[src/rtl/spi_char_pkg.sv]
// Shared types and helpers for the SPI slave character engine.
// Assumes 1-bit pin events derived in the system clock domain.
package spi_char_pkg;

    // Synchronised level of one pin plus its edge events for the current cycle
    typedef struct packed {
        logic lvl;
        logic rise;
        logic fall;
    } pin_evt_t;

    // Picks the SCK edge that samples MOSI for a given polarity/phase
    function automatic logic sample_edge(input logic pol, input logic pha, input pin_evt_t sck);
        logic lead;
        logic trail;
        lead  = pol ? sck.fall : sck.rise;
        trail = pol ? sck.rise : sck.fall;
        return pha ? trail : lead;
    endfunction

endpackage

[src/rtl/spi_sync_edge.sv]
// Multi-flop synchroniser with edge detection for one asynchronous pin.
// Assumes the pin is stable for at least two system clocks between changes.
module spi_sync_edge
    import spi_char_pkg::*;
#(
    parameter int   STAGES  = 2,
    parameter logic RST_VAL = 1'b0
) (
    input  logic     clk,
    input  logic     rst_n,
    input  logic     pin,
    output pin_evt_t evt
);

    logic [STAGES-1:0] chain_q;
    logic              prev_q;

    // Shift the pin through the synchroniser chain and keep the last level
    always_ff @(posedge clk) begin
        if (!rst_n) begin
            chain_q <= {STAGES{RST_VAL}};
            prev_q  <= RST_VAL;
        end else begin
            chain_q <= {chain_q[STAGES-2:0], pin};
            prev_q  <= chain_q[STAGES-1];
        end
    end

    // Derive level and edge events from the synchronised samples
    always_comb begin
        evt.lvl  = chain_q[STAGES-1];
        evt.rise = chain_q[STAGES-1] & ~prev_q;
        evt.fall = ~chain_q[STAGES-1] & prev_q;
    end

endmodule

[src/rtl/spi_shift_core.sv]
// Bit counter and shift register for one character of 1..DW bits.
// Assumes sample events are single-cycle pulses, and that char_len is held
// steady while a character is in progress.
module spi_shift_core #(
    parameter int DW = 8,
    parameter int LW = $clog2(DW),
    parameter int CW = LW + 1
) (
    input  logic          clk,
    input  logic          rst_n,
    input  logic          sel,
    input  logic          desel_evt,
    input  logic          smp_evt,
    input  logic          mosi,
    input  logic [LW-1:0] char_len,
    input  logic [DW-1:0] tx_data,
    output logic          miso_bit,
    output logic [DW-1:0] rx_data,
    output logic          char_done,
    output logic          abort_evt,
    output logic [CW-1:0] cnt,
    output logic [CW-1:0] nbits
);

    logic [DW-1:0] sh_q;
    logic [DW-1:0] sh_next;
    logic [DW-1:0] mask;
    logic [CW-1:0] cnt_q;
    logic [DW-1:0] rx_q;
    logic [CW-1:0] last;
    logic [LW-1:0] idx;

    // Decode the character length and the mask that right-aligns the data
    always_comb begin
        nbits = (char_len == '0) ? CW'(DW) : {1'b0, char_len};
        last  = nbits - CW'(1);
        for (int i = 0; i < DW; i++) begin
            mask[i] = (i < int'(nbits));
        end
    end

    // Form the next shift value and the event strobes
    always_comb begin
        sh_next   = {sh_q[DW-2:0], mosi};
        char_done = sel && smp_evt && (cnt_q == last);
        abort_evt = desel_evt && (cnt_q != '0);
        idx       = LW'(DW - 1) - cnt_q[LW-1:0];
        miso_bit  = tx_data[idx];
    end

    // Advance the bit pointer, shift data and latch completed characters
    always_ff @(posedge clk) begin
        if (!rst_n) begin
            cnt_q <= '0;
            sh_q  <= '0;
            rx_q  <= '0;
        end else if (desel_evt) begin
            cnt_q <= '0;
        end else if (sel && smp_evt) begin
            sh_q <= sh_next;
            if (cnt_q == last) begin
                cnt_q <= '0;
                rx_q  <= sh_next & mask;
            end else begin
                cnt_q <= cnt_q + CW'(1);
            end
        end
    end

    assign rx_data = rx_q;
    assign cnt     = cnt_q;

endmodule

[src/rtl/spi_irq_flags.sv]
// Interrupt status and abort error flags with write-one-to-clear strobes.
// Assumes that a set event in the same cycle as a clear strobe wins.
module spi_irq_flags (
    input  logic clk,
    input  logic rst_n,
    input  logic char_done,
    input  logic abort_evt,
    input  logic wr_start,
    input  logic wr_irq_clr,
    input  logic wr_abt_clr,
    output logic irq_stat,
    output logic abt_err
);

    logic irq_q;
    logic abt_q;

    // Hold the interrupt status: set events take priority over the clear strobe
    always_ff @(posedge clk) begin
        if (!rst_n)                              irq_q <= 1'b0;
        else if (char_done || abort_evt || wr_start) irq_q <= 1'b1;
        else if (wr_irq_clr)                     irq_q <= 1'b0;
    end

    // Hold the abort error: an abort takes priority over the clear strobe
    always_ff @(posedge clk) begin
        if (!rst_n)          abt_q <= 1'b0;
        else if (abort_evt)  abt_q <= 1'b1;
        else if (wr_abt_clr) abt_q <= 1'b0;
    end

    assign irq_stat = irq_q;
    assign abt_err  = abt_q;

endmodule

[src/rtl/spi_char_slave.sv]
// Top of the SPI slave character engine: synchronises SCK, SS and MOSI,
// selects the sampling edge, shifts characters and raises interrupt flags.
// Assumes the system clock runs at no less than 4x SCK.
module spi_char_slave
    import spi_char_pkg::*;
#(
    parameter int DW     = 8,
    parameter int SYNC_N = 2,
    parameter int LW     = $clog2(DW),
    parameter int CW     = LW + 1
) (
    input  logic          clk,
    input  logic          rst_n,
    input  logic          sck_in,
    input  logic          ss_n_in,
    input  logic          mosi_in,
    input  logic [LW-1:0] char_len,
    input  logic          cpol,
    input  logic          cpha,
    input  logic [DW-1:0] tx_data,
    input  logic          wr_irq_clr,
    input  logic          wr_abt_clr,
    input  logic          wr_start,
    output logic          miso_out,
    output logic          miso_oe,
    output logic [DW-1:0] rx_data,
    output logic          irq_stat,
    output logic          abt_err,
    output logic          irq_req
);

    localparam int          NPIN    = 3;
    localparam logic [NPIN-1:0] RST_VEC = 3'b010;   // select line idles high

    logic [NPIN-1:0] pins;
    pin_evt_t        evts [NPIN];
    logic            sel;
    logic            smp_evt;
    logic            miso_bit;
    logic            char_done;
    logic            abort_evt;
    logic [CW-1:0]   cnt;
    logic [CW-1:0]   nbits;

    assign pins = {mosi_in, ss_n_in, sck_in};

    // One synchroniser per pin: index 0 SCK, 1 SS, 2 MOSI
    for (genvar gi = 0; gi < NPIN; gi++) begin : g_sync
        spi_sync_edge #(
            .STAGES  (SYNC_N),
            .RST_VAL (RST_VEC[gi])
        ) u_sync (
            .clk   (clk),
            .rst_n (rst_n),
            .pin   (pins[gi]),
            .evt   (evts[gi])
        );
    end

    // Resolve select level and the sampling edge for the configured mode
    always_comb begin
        sel     = ~evts[1].lvl;
        smp_evt = sample_edge(cpol, cpha, evts[0]);
    end

    spi_shift_core #(
        .DW (DW),
        .LW (LW),
        .CW (CW)
    ) u_core (
        .clk       (clk),
        .rst_n     (rst_n),
        .sel       (sel),
        .desel_evt (evts[1].rise),
        .smp_evt   (smp_evt),
        .mosi      (evts[2].lvl),
        .char_len  (char_len),
        .tx_data   (tx_data),
        .miso_bit  (miso_bit),
        .rx_data   (rx_data),
        .char_done (char_done),
        .abort_evt (abort_evt),
        .cnt       (cnt),
        .nbits     (nbits)
    );

    spi_irq_flags u_flags (
        .clk        (clk),
        .rst_n      (rst_n),
        .char_done  (char_done),
        .abort_evt  (abort_evt),
        .wr_start   (wr_start),
        .wr_irq_clr (wr_irq_clr),
        .wr_abt_clr (wr_abt_clr),
        .irq_stat   (irq_stat),
        .abt_err    (abt_err)
    );

    // Drive MISO only while selected; drive it low otherwise
    always_comb begin
        miso_oe  = sel;
        miso_out = sel & miso_bit;
        irq_req  = irq_stat;
    end

endmodule

[config.mk]
export PLATFORM = sky130hd
export DESIGN_NAME = spi_char_slave
export DESIGN_NICKNAME = d
export VERILOG_FILES = /design/src/rtl/spi_char_pkg.sv /design/src/rtl/spi_sync_edge.sv /design/src/rtl/spi_shift_core.sv /design/src/rtl/spi_irq_flags.sv /design/src/rtl/spi_char_slave.sv
export SDC_FILE = /design/constraint.sdc
export NUM_CORES = 1
export LEC_CHECK = 0
export ABC_AREA = 1
export BUFFER_PORTS_ARGS = -buffer_cell sky130_fd_sc_hd__buf_2
export CAP_MARGIN = 40
export CORE_ASPECT_RATIO = 0.6
export CORE_MARGIN = 2
export CORE_UTILIZATION = 28
export DETAILED_ROUTE_END_ITERATION = 12
export PLACE_DENSITY = 0.45
export SLEW_MARGIN = 20
export SYNTH_ARGS = -nofsm -noshare
export SYNTH_HDL_FRONTEND = slang
export SYNTH_SLANG_ARGS = --single-unit
export TNS_END_PERCENT = 1
[constraint.sdc]
create_clock -name clk -period 1.85 [get_ports clk]
set_clock_uncertainty 0.15 [all_clocks]
set_input_delay 0.185 -clock clk [delete_from_list [all_inputs] [get_ports clk]]
set_output_delay 0.185 -clock clk [all_outputs]
set_load 0.03 [all_outputs]
# After elaboration in Yosys (flattened, before gate mapping)

Index checks and enable logic that the tools add are counted.

Bits in registers: 29
Input port bits: 21

Add/sub/neg operators: 3
$lt $le $gt $ge: 9
Equality and inequality tests: 1
Muxes and demuxes: 11
Bitwise operators: 11
Reductions and logical operators: 12

Operators with widths:

| kind                | count |
|---|---|
| $lt 3x4->1 const A  | 4 |
| $and 8x8->8         | 1 |
| $lt 1x4->1 const A  | 2 |
| $lt 2x4->1 const A  | 2 |
| $mux 1              | 8 |
| $mux 4              | 2 |
| $not 1->1           | 6 |
| $add 4x1->4 const B | 1 |
| $and 1x1->1         | 4 |
| $eq 4x4->1          | 1 |
| $lt 3x4->1 const B  | 1 |
| $reduce_bool 2->1   | 2 |
| $reduce_bool 4->1   | 1 |
| $sub 4x1->4 const B | 1 |
| $bmux 1 s3          | 1 |
| $logic_and 1x1->1   | 3 |
| $logic_not 3->1     | 1 |
| $reduce_and 3->1    | 1 |
| $sub 3x3->3 const A | 1 |
| $logic_or 1x1->1    | 2 |
| $reduce_and 2->1    | 1 |
| $reduce_or 2->1     | 1 |

# Depth between registers and ports, before layout

Gate-level depths: netlist (run 1).

Word-level depth: 9
Gate-level depth with buffers: 11
Depth with buffers taken out: 10

# Modules after synthesis

Synthesis (run 1) repeated with hierarchy kept, for this count alone.

Cells, all modules: 240
Area, all modules: 1,647.8 sq um

Modules (own cells, without submodules):

| module                                | times used | cells each | area an instance (sq um) | seq. area each (sq um) |
|---|---|---|---|---|
| spi_shift_core                        | 1          | 172        | 1,188.6                  | 380.4 |
| spi_sync_edge at g_sync[0].u_sync ... | 2          | 14         | 107.6                    | 60.1 |
| spi_sync_edge at g_sync[1].u_sync     | 1          | 13         | 101.3                    | 60.1 |
| spi_irq_flags                         | 1          | 12         | 82.6                     | 40.0 |
| spi_char_slave                        | 1          | 15         | 60.1                     | 0.0 |

# Least setup slack after synthesis (run 1)

Ideal clock, no wire load.

Path kind: flip-flop to flip-flop
Start point: register g_sync[1].u_sync.chain_q[1]
End point: register u_core.rx_q[1] (netlist: u_core.rx_data[1])
Setup time: 0.113 ns
Arrival time: 1.251 ns
Data required time: 1.587 ns
Path slack: 0.336 ns
Cell stages (with the launch flop): 8
Path buffers: 1
Cells stage by stage: dfxtp_1 -> inv_1 -> nand2_1 -> nor2_4 -> nand3_4 -> buf_6 -> nor2_1 -> nor2_1

Cells in the longest elaborated chain, start to end: 3
Elaborated cells on any way between the ends: 5
Classes of those cells: 3 x bitwise; 2 x reduce/logical

RTL lines:

| item                              | RTL line             | text |
|---|---|---|
| start: declaration                | spi_sync_edge.sv:15  | `logic [STAGES-1:0] chain_q;` |
| start signal: assignment          | spi_sync_edge.sv:21  | `chain_q <= {STAGES{RST_VAL}};` |
| start signal: assignment          | spi_sync_edge.sv:24  | `chain_q <= {chain_q[STAGES-2:0], pin};` |
| $not 1->1                         | --                   |  |
| named net miso_oe                 | spi_char_slave.sv:25 | `output logic miso_oe,` |
| $logic_and 1x1->1                 | spi_shift_core.sv:59 | `end else if (sel && smp_evt) begin` |
| $reduce_and 3->1 (no source line) | --                   |  |
| end signal: assignment            | spi_shift_core.sv:63 | `rx_q <= sh_next & mask;` |
| end: declaration                  | spi_shift_core.sv:29 | `logic [DW-1:0] rx_q;` |

The timed path passes the listed nets, and every way through them passes these cells.
A chain may end at the register's enable or synchronous reset.

# Worst setup path after layout (run 1)

Start point: register u_core.cnt_q[0] (netlist: u_core.cnt[0])
End point: output port miso_out

Cells in the longest elaborated chain, start to end: 4

RTL lines:

| item                         | RTL line              | text |
|---|---|---|
| start: declaration           | spi_shift_core.sv:28  | `logic [CW-1:0] cnt_q;` |
| start signal: assignment     | spi_shift_core.sv:65  | `cnt_q <= cnt_q + CW'(1);` |
| $sub 3x3->3                  | spi_shift_core.sv:47  | `idx = LW'(DW - 1) - cnt_q[LW-1:0];` |
| $bmux 1 s3                   | spi_shift_core.sv:48  | `miso_bit = tx_data[idx];` |
| $mux 1 (not written as such) | spi_shift_core.sv:48  |  |
| $and 1x1->1                  | spi_char_slave.sv:102 | `miso_out = sel & miso_bit;` |
| end: declaration             | spi_char_slave.sv:24  | `output logic miso_out,` |

Every way passes these cells. The select of a mux whose other input is x is not followed.

==> flow_results.org, run 1 <==
** Logic synthesis
- Summing every instance area after synthesis gives around 1400 um2.
- Yosys printed 0 warnings.
- Share of the synthesized area in compound gates (AO/OA/AOI/OAI) :: 0.124
- The cell count after synthesis came out at approximately 200.
- Post-synthesis net count :: roughly 220
- Proportion of synthesized area in mux cells :: 0
- Register bit total from synthesis :: 29
- Combinational family with the most area after synthesis :: simple AND/OR/NAND/NOR gates
- Xor/xnor share of the synthesized area :: 0.00636
- Adder-Cell Fraction of Synth Area :: 0.0182
- Share of synthesized area occupied by flip-flops and latches :: 0.421
- Mean instance size in the synthesized netlist :: ~6.9 um2
- Synth unique cells :: 25
- Of the total synthesized cell area, the portion taken by AND, OR, NAND and NOR gates is 0.304.

** Finish
- Commonest non-fill, non-tap cells in the layout :: 42 x nand2_1, 33 x buf_2, 32 x inv_1
- Commonest non-fill, non-tap cell in the layout :: nand2_1
- After filler insertion, the fill cell instance count of the layout stands at between 500 and 600.
- The repair_antennas step left the layout with diodes totalling 0.
- Ratio of cells with drive above 1 in the final layout :: 0.251
- In the final design database the tool counted between 200 and 300 nets.
- The area growth from synthesis to layout is 26.4%.

** Worst setup path
- Number of cells on the worst reg-to-reg path :: 7
- STA puts the critical path data required time at about 1500 ps.
- At the worst endpoint, the arrival time is between 1000 and 1500 ps.
- Worst Setup End Kind :: output pin
- The worst setup path is launched from a register.
- By startpoint and endpoint, the worst setup path is classified as register to output pin.
- Along the worst path, the maximum fanout reaches 8.

** Routing
- Using the TritonRoute via totals, the vias-per-cell ratio works out to approximately 3.9.
- Per-cell routed wire length :: roughly 10 um
- In the routed design, unresolved DRC markers number 0.
- Antenna Violating Nets Remaining :: 0
- The first detailed-routing pass ran for 4 iterations.
- Violation count after the first detailed-route iteration :: 29
- DR vias :: 1204
- Summed over all layers, the routed wires come to between 3 and 4 mm.

** Clock tree
- Clock-pin transition on the worst setup and hold timing paths :: 60 ps
- Cts bufs inserted :: 5
- CTS built an H-tree with a depth of 2.
- Clock latency on the worst-skew pair :: between 200 and 300 ps
- Clock tree synthesis found a total of 29 sinks.
- In this run the clock root is driven by a clkbuf_8.
- CTS tree :: yes
- After clock tree synthesis, the setup repair step added 0 buffers.
- Maximum root-to-sink buffer count :: 2

** Hold path
- In this run the worst hold path is classified as primary input to register.
- The worst hold path passes through 3 cells.

** Floorplan
- Chip width :: ~95 um
- The die covers around 5500 um2.
- The floorplan step defined a core boundary enclosing 4660 um2.
- The die is between 50 and 60 um tall.
- The initial utilization of the core area, before any placement, comes to 0.296.
- Site Rows :: 19
- In this run the count of I/O pins placed on the die edge is 34.

** Status
- The flow ran to the end, and the final reports show no timing, DRC or antenna violations.

** STA
- Dividing the final minimum period by the clock period gives 0.923.
- Setup repair after global routing missed its margin :: no
- Setup violations remaining at the end of the flow were counted as 0.
- In the final timing run, aggregate negative setup slack is 0 ps.
- The worst pin sits at a relative slew slack of 0.769.
- The total count of hold-check failures in the final report is 0.
- Pin slew with the least headroom to its limit :: around 340 ps
- Count of pins over their slew limit :: 0
- Clock period minus final worst setup slack :: roughly 1700 ps
- Static timing analysis puts the maximum clock frequency at approximately 590 MHz.

** Global routing
- Global routing finished with a remaining overflow of 0.
- Entering global routing, the biggest net connects 18 pins.
- The first global-routing pass estimated about 5.3 mm of wire.
- Via count of the first global-routing pass :: roughly 1100
- Overall fraction of global-route tracks in use :: 0.128
- Number of antenna violations at the first check in global routing :: 0

** Power
- In this run the static leakage power is 0.922 nW.
- Max IR drop VDD :: roughly 0.26 mV
- The internal power of the cells totals approximately 1 mW.
- The share of total power dissipated in combinational logic is 0.100.
- Power share of the sequential group :: 0.477
- Of the total power, the share spent switching nets is 0.243.
- P_sw :: around 0.33 mW
- Pwr Total :: approximately 1.4 mW
- Power per cell area :: ~780 nW/um2
- The share of total power dissipated in the clock network is 0.423.

** Job
- Max-cap violations :: 0

** Placed design
- Routability-driven placement finished with a final weighted congestion of 0.771.
- Estimated wirelength of the detail-placed design :: approximately 2.3 mm
- Port Buffers :: 33
## area by class of cell
cell class / instances / area [um2] / area share
clock buffers: 7 / 96.3 / 0.0553
flip-flops and latches: 29 / 582 / 0.334
multi-input cells: 130 / 623 / 0.358
inverters: 37 / 139 / 0.0797
repair buffers: 39 / 218 / 0.125
clock inverters: 1 / 5.00 / 0.00287
well taps: 63 / 78.8 / 0.0453
## timing repair
action                                  in CTS  in global routing
hold buffers                                 3                  0
resized for setup                            0                  2
endpoints found under the setup margin       0                  1
endpoints found under the hold margin        3                  0
## critical path, cell delays in order (launching register included)
cell,delay (ps)
dfxtp_2,360
inv_2,140
nor2_1,60
o22ai_1,190
o21ai_1,80
nor2_1,80
buf_2,200
## power by group through the flow
stage               sequential, mW  clock [mW]  combinational, mW
floorplan                    0.667           0             0.0809
global placement             0.662           0              0.135
detailed placement           0.662           0              0.132
CTS                          0.648       0.602              0.138
global route                 0.650       0.627              0.156
finish                       0.649       0.575              0.137
## flip-flops by register name, indices dropped and copies added, names as in the netlist
name                   count
u_core.rx_data             8
u_core.sh_q                7
g_sync.u_sync.chain_q      6
u_core.cnt                 4
g_sync.u_sync.prev_q       2
u_flags.abt_err            1
u_flags.irq_stat           1
## metrics by stage
step	std cells	hold slack, ps	setup WS (ps)	utilization	cell area (um2)
floorplan	201	133	336	-	1380
global placement	295	215	267	0.345	1610
detailed placement	295	221	249	0.345	1610
CTS	306	25.6	23.5	0.374	1740
global route	306	42.8	4.73	0.374	1740
finish	306	40.4	142	0.374	1740
## path summary, 6_finish.rpt
check                                         startpoint                                     end  slack [ps]
hold / removal                                  wr_start           u_flags.irq_stat$_SDFFE_PN0P_          40
setup reg to reg              u_core.cnt[1]$_SDFFE_PP0P_              u_core.cnt[0]$_SDFFE_PP0P_         280
hold reg to reg   g_sync[0].u_sync.chain_q[0]$_SDFF_PN0_  g_sync[0].u_sync.chain_q[1]$_SDFF_PN0_         260
setup / recovery              u_core.cnt[0]$_SDFFE_PP0P_                                miso_out         140
## cell usage after synthesis, drive strengths merged
cell | instances | share of area
a211oi | 2 | 0.011
a21oi | 12 | 0.044
a31oi | 2 | 0.0091
and2 | 1 | 0.0045
buf | 4 | 0.023
clkbuf | 1 | 0.0027
dfxtp | 29 | 0.42
ha | 2 | 0.018
inv | 37 | 0.10
nand2 | 47 | 0.14
nand3 | 9 | 0.045
nor2 | 33 | 0.097
nor3 | 3 | 0.011
o21ai | 14 | 0.051
o22ai | 2 | 0.0091
or2 | 2 | 0.0091
xor2 | 1 | 0.0064
## per-layer routing
layer,wire [um],global-route usage,part of all wire,up-vias
li1,-,-,-,699
met1,1930,0.210,0.63,478
met2,965,0.145,0.31,25
met3,180,0.0499,0.058,2
met4,10,0.0373,0.0032,0
met5,0,0,0,-
## cells by family (layout without fill, tap and decap cells)
kind of cell / after synthesis / in the layout
adders and majority gates: 2 / 2
and+or+nand+nor: 95 / 95
DFF: 29 / 29
buffers and inverters: 42 / 84
xor gates and xnor gates: 1 / 1
AOI/OAI and AO/OA: 32 / 32
Note: power is estimated with default switching activity, not from simulation.
==> run 2, diff against run 1 <==
--- a/config.mk
+++ b/config.mk
@@ -9,10 +9,11 @@
 export BUFFER_PORTS_ARGS = -buffer_cell sky130_fd_sc_hd__buf_2
 export CAP_MARGIN = 40
 export CORE_ASPECT_RATIO = 0.6
-export CORE_MARGIN = 2
 export CORE_UTILIZATION = 28
 export DETAILED_ROUTE_END_ITERATION = 12
+export MAX_ROUTING_LAYER = met4
 export PLACE_DENSITY = 0.45
+export SETUP_SLACK_MARGIN = 0.02
 export SLEW_MARGIN = 20
 export SYNTH_ARGS = -nofsm -noshare
 export SYNTH_HDL_FRONTEND = slang
==> run 2 against run 1 <==
Critical path depth is the same; design area is 1.9% higher; largest power group is now clock; count of clock-buffer cells in the layout is 2 lower; critical endpoint unchanged.
==> flow_results.org, run 2 (same netlist as run 1, synthesis figures left out) <==
** Status
- The run finished with clean final reports.

** STA
- Number of failing setup endpoints in the final timing report :: 0
- Setup total negative slack on the finished layout was measured at 0 ps.
- Maximum operating frequency :: 595 MHz
- Count of pins over their slew limit :: 0
- Clock period minus final worst setup slack :: 1680 ps
- Final clock period utilization by the worst path :: 0.908
- Setup repair after global routing missed its margin :: no
- At the pin with the least slew margin, the transition time is ~350 ps.
- Crit path setup slack, layout :: between 150 and 200 ps
- Final Hold Viols :: 0
- Final hold analysis gives a worst-case slack of roughly 44 ps.
- Measured against its own limit, the worst slew margin works out to 0.768.

** Power
- Internal :: around 1.2 mW
- Of the total power, combinational logic draws 0.088.
- Clock network power share :: 0.500
- Of the total power, the share spent switching nets is 0.219.
- Static power due to leakage :: between 0.9 and 1 nW
- Of the total power, registers draw 0.412.
- Summed over all nets, the switching power comes to between 0.3 and 0.4 mW.
- Max IR drop VDD :: around 0.32 mV
- Power per cell area :: between 800 and 900 nW/um2

** Floorplan
- Die area :: between 5000 and 6000 um2
- I/O pin count :: 34
- Initial standard-cell utilization of the core :: 0.296
- The floorplan has 19 rows.
- Chip width :: just over 90 um
- The region available for standard cell placement spans about 4700 um2.
- From bottom edge to top edge, the die measures roughly 56 um.

** Finish
- Total number of nets in the final design :: around 270
- Number of flip-flops in the largest register :: 8
- Fill cell count :: ~520
- Ratio of cells with drive above 1 in the final layout :: 0.251
- Compared with the post-synthesis result, the final layout area differs by 28.8%.
- Diode count :: 0
- Leaving out fill and tap cells, the most frequent cell in the layout is nand2_1.
- In the layout the commonest cells are 42 x nand2_1, 33 x buf_2, 32 x inv_1.

** Routing
- Violation count after the first detailed-route iteration :: 85
- Before antenna repair, the detailed router went through 4 iterations.
- WL met3 :: 228 um
- Summed over all layers, the routed wires come to 3.20 mm.
- Detail Route met2 WL :: roughly 1.0 mm
- Antenna Violating Nets Remaining :: 0
- Top Metal Used :: met4
- DR vias :: ~1300
- Per-cell routed wire length :: about 10 um
- DRC violation count after routing :: 0
- In the routed layout, each cell is associated on average with a via count of about 4.1.
- Post-route met1 wirelength :: about 1.9 mm

** Clock tree
- The tree is rooted in a clkbuf_8.
- Count of H-tree levels built during CTS :: 2
- CTS tree :: yes
- Clock latency on the worst-skew pair :: between 200 and 300 ps
- Clock-pin transition on the worst setup and hold timing paths :: 70 ps
- Cts bufs inserted :: 5
- Post-CTS timing repair inserted 0 buffers for setup.
- Sink Count :: 29
- Maximum root-to-sink buffer count :: 2

** Placed design
- Before CTS, the worst setup slack after placement is between 200 and 250 ps.
- At the end of routability-driven placement, the weighted congestion stood at slightly above 0.8.
- Estimated wirelength of the detail-placed design :: ~2.4 mm
- Buffers placed on the I/O ports in this run total 33.

** Worst setup path
- The worst setup path is of the register to output pin kind.
- STA puts the critical path data required time at between 1500 and 2000 ps.
- The endpoint identified for the worst register-to-register timing path is u_core.cnt[0]$_SDFFE_PP0P_.
- Start of the worst register-to-register path :: u_core.cnt[1]$_SDFFE_PP0P_
- The most numerous cell type found on the critical path is nor2_1.
- Endpoint arrival time on the critical path :: between 1000 and 1500 ps
- STA classifies the critical path endpoint as an output pin.
- The number of buffers and inverters on the critical path is 2.
- Type of origin of the critical path :: register
- The slowest stage of the critical path belongs to the cell dfxtp_2.
- For flop-to-flop paths, the worst setup slack is approximately 240 ps.
- Number of cells on the worst reg-to-reg path :: 7
- CP cell instances :: inv_2, nor2_1, o22ai_1, o21ai_1, nor2_1, buf_2
- Maximum fanout along the worst path :: 8
- For this run, the slowest stage of the critical path takes 360 ps.
- Largest delay share family, worst path :: flip-flops
- Tracing the worst setup path back leads to its startpoint at u_core.cnt[0]$_SDFFE_PP0P_.

** Global routing
- Number of antenna violations at the first check in global routing :: 0
- For this run, the total global-route usage over all layers was measured as 0.141.
- First-pass GRT wire length :: about 5.3 mm
- The number of global-route vias before repair was 1093.
- GRT Residual Overflow :: 0
- Entering global routing, the biggest net connects 18 pins.

** Job
- Across the run, the number of max-cap violations was 0.

** Hold path
- In this run the most critical hold path is launched from wr_start.
- End of the worst hold path :: u_flags.irq_stat$_SDFFE_PN0P_
- Hold depth :: 3
- In this run the worst hold path is classified as primary input to register.
==> run 2: changes by cell type in the layout (fill, tap and decap cells not counted), sizes merged <==
cell    change
bufinv      +2
clkbuf      -2
==> run 2: through the flow <==
step                instances   util  power [mW]  area, um2
floorplan                 201      -       0.748       1380
global placement          295  0.345       0.797       1610
detailed placement        295  0.345       0.796       1610
CTS                       306  0.381        1.59       1770
global route              306  0.381        1.64       1770
finish                    306  0.381        1.57       1770
==> run 2: power groups by stage <==
stage	logic [mW]	registers (mW)	clock network, mW
finish	0.139	0.648	0.787
floorplan	0.0809	0.667	0
detailed placement	0.134	0.662	0
global placement	0.135	0.662	0
global route	0.158	0.650	0.830
CTS	0.139	0.648	0.805
==> run 2: final cells by class <==
cell class | instances | area (um2) | area share
multi-input combinational | 130 | 623 | 0.351
sequential | 29 | 582 | 0.328
timing repair buffer | 39 | 218 | 0.123
inverter | 37 | 139 | 0.0783
tap | 63 | 78.8 | 0.0444
clock buffer | 5 | 68.8 | 0.0388
clock inverter | 3 | 65.1 | 0.0367
==> run 2: worst max path at each step <==
stage | to | slack [ps] | cells after the start
after floorplan | u_core.rx_data[1]$_SDFFE_PN0P_ | 340 | 7
final | miso_out | 170 | 6
after CTS | miso_out | 110 | 6
after global routing | miso_out | 60 | 5
after global placement | u_core.cnt[1]$_SDFFE_PP0P_ | 280 | 7
after detailed placement | u_core.cnt[0]$_SDFFE_PP0P_ | 230 | 7
==> run 2: what timing repair did <==
| item | 4_1_cts | 5_1_grt |
|---|---|---|
| setup endpoints to repair | 1 | 1 |
| resized for setup | 1 | 2 |
| endpoints found under the hold margin | 3 | 0 |
| hold buffers | 3 | 0 |
==> run 2: worst register-to-register path: stages (launching register included) <==
cell and delay, ps:
dfxtp_1 410, inv_2 90, nand2_1 100, a21oi_1 80
nor2_2 170, nand3_4 220, nand3_1 230, nor2_1 60
==> run 2: layer usage <==
metal,GRT usage,vias to the layer above
met5,-,-
met1,0.217,526
met4,0.0402,0
met3,0.0474,2
met2,0.164,36
li1,-,701
==> run 3, diff against run 2 <==
==> constraint.sdc (replaced) <==
create_clock -name clk -period 2.1 [get_ports clk]
set_clock_uncertainty 0.15 [all_clocks]
set_input_delay 0.21 -clock clk [delete_from_list [all_inputs] [get_ports clk]]
set_output_delay 0.21 -clock clk [all_outputs]
set_load 0.03 [all_outputs]
==> run 3 against run 2 <==
First-iteration DRC count is 38% lower; cell count is 0.33% lower; wire length is 0.28% lower; count of clock-buffer cells in the layout stayed put; global-route usage is 0.28 points higher; worst hold slack better by 20 ps; worst setup slack better by 41 ps; core utilization is 1.2 points lower; die area stayed put.
==> flow_results.org, run 3 (same netlist as run 1, synthesis figures left out) <==
** Status
- The flow ran to the end, and the final reports show no timing, DRC or antenna violations.

** Clock tree
- Once the clock tree was built, the setup fixing pass inserted 0 buffers.
- Maximum root-to-sink buffer count :: 2
- Clock latency on the worst-skew pair, taken at its later pin, is about 280 ps.
- Clock-pin transition on the worst setup and hold timing paths :: approximately 60 ps
- Root buffer cell :: clkbuf_8
- For this design, the sink count on the clock tree is 29.
- Buffers inserted during clock tree synthesis total 5.
- CTS tree :: yes
- The H-tree was split into 2 levels.

** STA
- Count of pins over their slew limit :: 0
- Setup repair after global routing missed its margin :: no
- Final Hold Viols :: 0
- Pin slew with the least headroom to its limit :: about 310 ps
- In this run the tightest slew margin relative to its limit is 0.790.
- Number of failing setup endpoints in the final timing report :: 0
- In the finished design, the share of the clock period the worst path needs comes to 0.899.
- Maximum operating frequency :: between 500 and 600 MHz
- Clock period minus final worst setup slack :: 1890 ps
- For the final routed database, the setup TNS stands at 0 ps.

** Floorplan
- The die is 92.6 um wide.
- The initial utilization of the core area, before any placement, comes to 0.296.
- The floorplan has 19 rows.
- During I/O placement, the number of pins put on the boundary was 34.
- Die area :: 5210 um2
- The floorplan step set the die height to around 56 um.
- After floorplanning, the core was sized to cover roughly 4700 um2.

** Worst setup path
- For the worst flop-to-flop path, the logic depth is 7.
- At the worst endpoint, the arrival time is around 1500 ps.
- The worst register-to-register path begins at u_core.cnt[0]$_SDFFE_PP0P_.
- CP cell instances :: inv_2, o21ai_0, o22ai_1, o21ai_0, nor2_1, buf_2
- Type of origin of the critical path :: register
- For flop-to-flop paths, the worst setup slack is ~460 ps.
- The worst setup path is captured at an output pin.
- In this run the worst path has a maximum fanout of 8.
- Critical path's slowest cell :: dfxtp_1
- By startpoint and endpoint, the worst setup path is classified as register to output pin.
- Most repeated library cell on the critical path :: o21ai_0
- For this run, the slowest stage of the critical path takes about 440 ps.
- The endpoint identified for the worst register-to-register timing path is u_core.cnt[3]$_SDFFE_PP0P_.
- For the worst setup path, the data required time is roughly 1700 ps.

** Finish
- Total number of nets in the final design :: approximately 260
- Relative to the synthesized area, the layout overhead comes to 24.7%.
- Of the cells placed in the final design, the portion with a size suffix greater than 1 is 0.244.
- Commonest non-fill, non-tap cell in the layout :: nand2_1
- Number of flip-flops in the largest register :: 8
- Leaving out fill and tap cells, the most frequent cells in the layout are 42 x nand2_1, 33 x buf_2, 32 x inv_1.
- Diode count :: 0
- Post-Layout Cell Count :: slightly above 300
- Post-route core utilization :: 0.369

** Power
- Of the total power, combinational logic draws 0.106.
- Internal power comes to between 0.8 and 0.9 mW.
- P_sw :: 0.297 mW
- Power share of the sequential group :: 0.503
- Max IR drop VDD :: 0.279 mV
- Of the total power, the share spent switching nets is 0.262.
- Static power due to leakage :: 0.906 nW
- Power per cell area :: about 660 nW/um2
- Clock network power share :: 0.391

** Routing
- Antenna Violating Nets Remaining :: 0
- DRC violation count after routing :: 0
- Using the TritonRoute via totals, the vias-per-cell ratio works out to roughly 4.2.
- The first TritonRoute pass finished after 4 iterations.
- DR vias :: approximately 1300
- Wires add up to roughly 3.2 mm.
- Per-cell routed wire length :: ~10 um
- In this run, the number of DRC markers left after iteration 0 of detailed routing was 53.

** Job
- Max-cap violations :: 0

** Placed design
- The count of buffers added on input and output ports is 33.
- Post-Place Cells :: approximately 300
- After legalization and detailed placement, the total HPWL measured between 2 and 2.5 mm.
- Routability-driven placement finished with a final weighted congestion of around 0.75.

** Global routing
- For this run, the total global-route usage over all layers was measured as 0.143.
- Entering global routing, the biggest net connects 18 pins.
- For this run the aggregate overflow at the end of global routing stands at 0.
- The number of antenna violations at the first check in global routing came to 0.
- The first global-routing pass estimated approximately 5.4 mm of wire.
- The number of global-route vias before repair was 1185.

** Hold path
- Worst hold start :: wr_start
- The worst hold path was traced through 3 stages.
- The worst hold path terminates at u_flags.irq_stat$_SDFFE_PN0P_.
- The tightest min-delay check is of the primary input to register type.
==> run 3: worst max-delay path, delay by kind of cell (launching register included) <==
kind,cells,cell delay [ps]
compound gates,3,440
simple gates,1,60
flops,1,440
buf+inv,2,310
==> run 3: final cells by class <==
cell class                      count  area, um2
Clock buffer                        5       68.8
Clock inverter                      3       17.5
Fill cell                         528       2940
Inverter                           37        139
Multi-Input combinational cell    130        623
Sequential cell                    29        581
Tap cell                           63       78.8
Timing Repair Buffer               38        210
==> run 3: worst max path at each step <==
stage	startpoint	end	slack, ps	cells after the start
after floorplan	g_sync[1].u_sync.chain_q[1]$_SDFF_PN1_	u_core.rx_data[1]$_SDFFE_PN0P_	590	7
after global placement	char_len[1]	u_core.cnt[1]$_SDFFE_PP0P_	510	9
after detailed placement	u_core.cnt[0]$_SDFFE_PP0P_	u_core.cnt[3]$_SDFFE_PP0P_	470	7
after CTS	u_core.cnt[0]$_SDFFE_PP0P_	miso_out	220	6
after global routing	u_core.cnt[0]$_SDFFE_PP0P_	miso_out	50	6
final	u_core.cnt[0]$_SDFFE_PP0P_	miso_out	210	6
==> run 3: repair_timing <==
item | 4_1_cts | 5_1_grt
hold endpoints to repair | 3 | 0
gates resized for setup | 0 | 0
hold buffers | 3 | 0
==> run 3: power groups by stage <==
stage	Combinational, mW	Clock [mW]	Sequential (mW)
final	0.120	0.444	0.571
after global routing	0.136	0.489	0.572
after CTS	0.121	0.466	0.571
after detailed placement	0.116	0	0.583
after global placement	0.118	0	0.583
after floorplan	0.0713	0	0.587
==> run 3: per-stage QoR <==
stage	power [mW]	cell area, um2	setup WS (ps)	hold slack (ps)
after detailed placement	0.699	1600	466	248
final	1.14	1720	211	64.2
after global placement	0.701	1600	510	240
after CTS	1.16	1720	218	56.2
after global routing	1.20	1720	45.6	77.4
after floorplan	0.659	1380	586	158
==> run 3: routing by layer <==
metal  GRT usage  vias to the layer above  share of wire
li1            -                      696              -
met1       0.208                      543           0.56
met2       0.172                       41           0.32
met5           -                        -              0
met3      0.0556                        5           0.11
met4      0.0536                        0          0.010
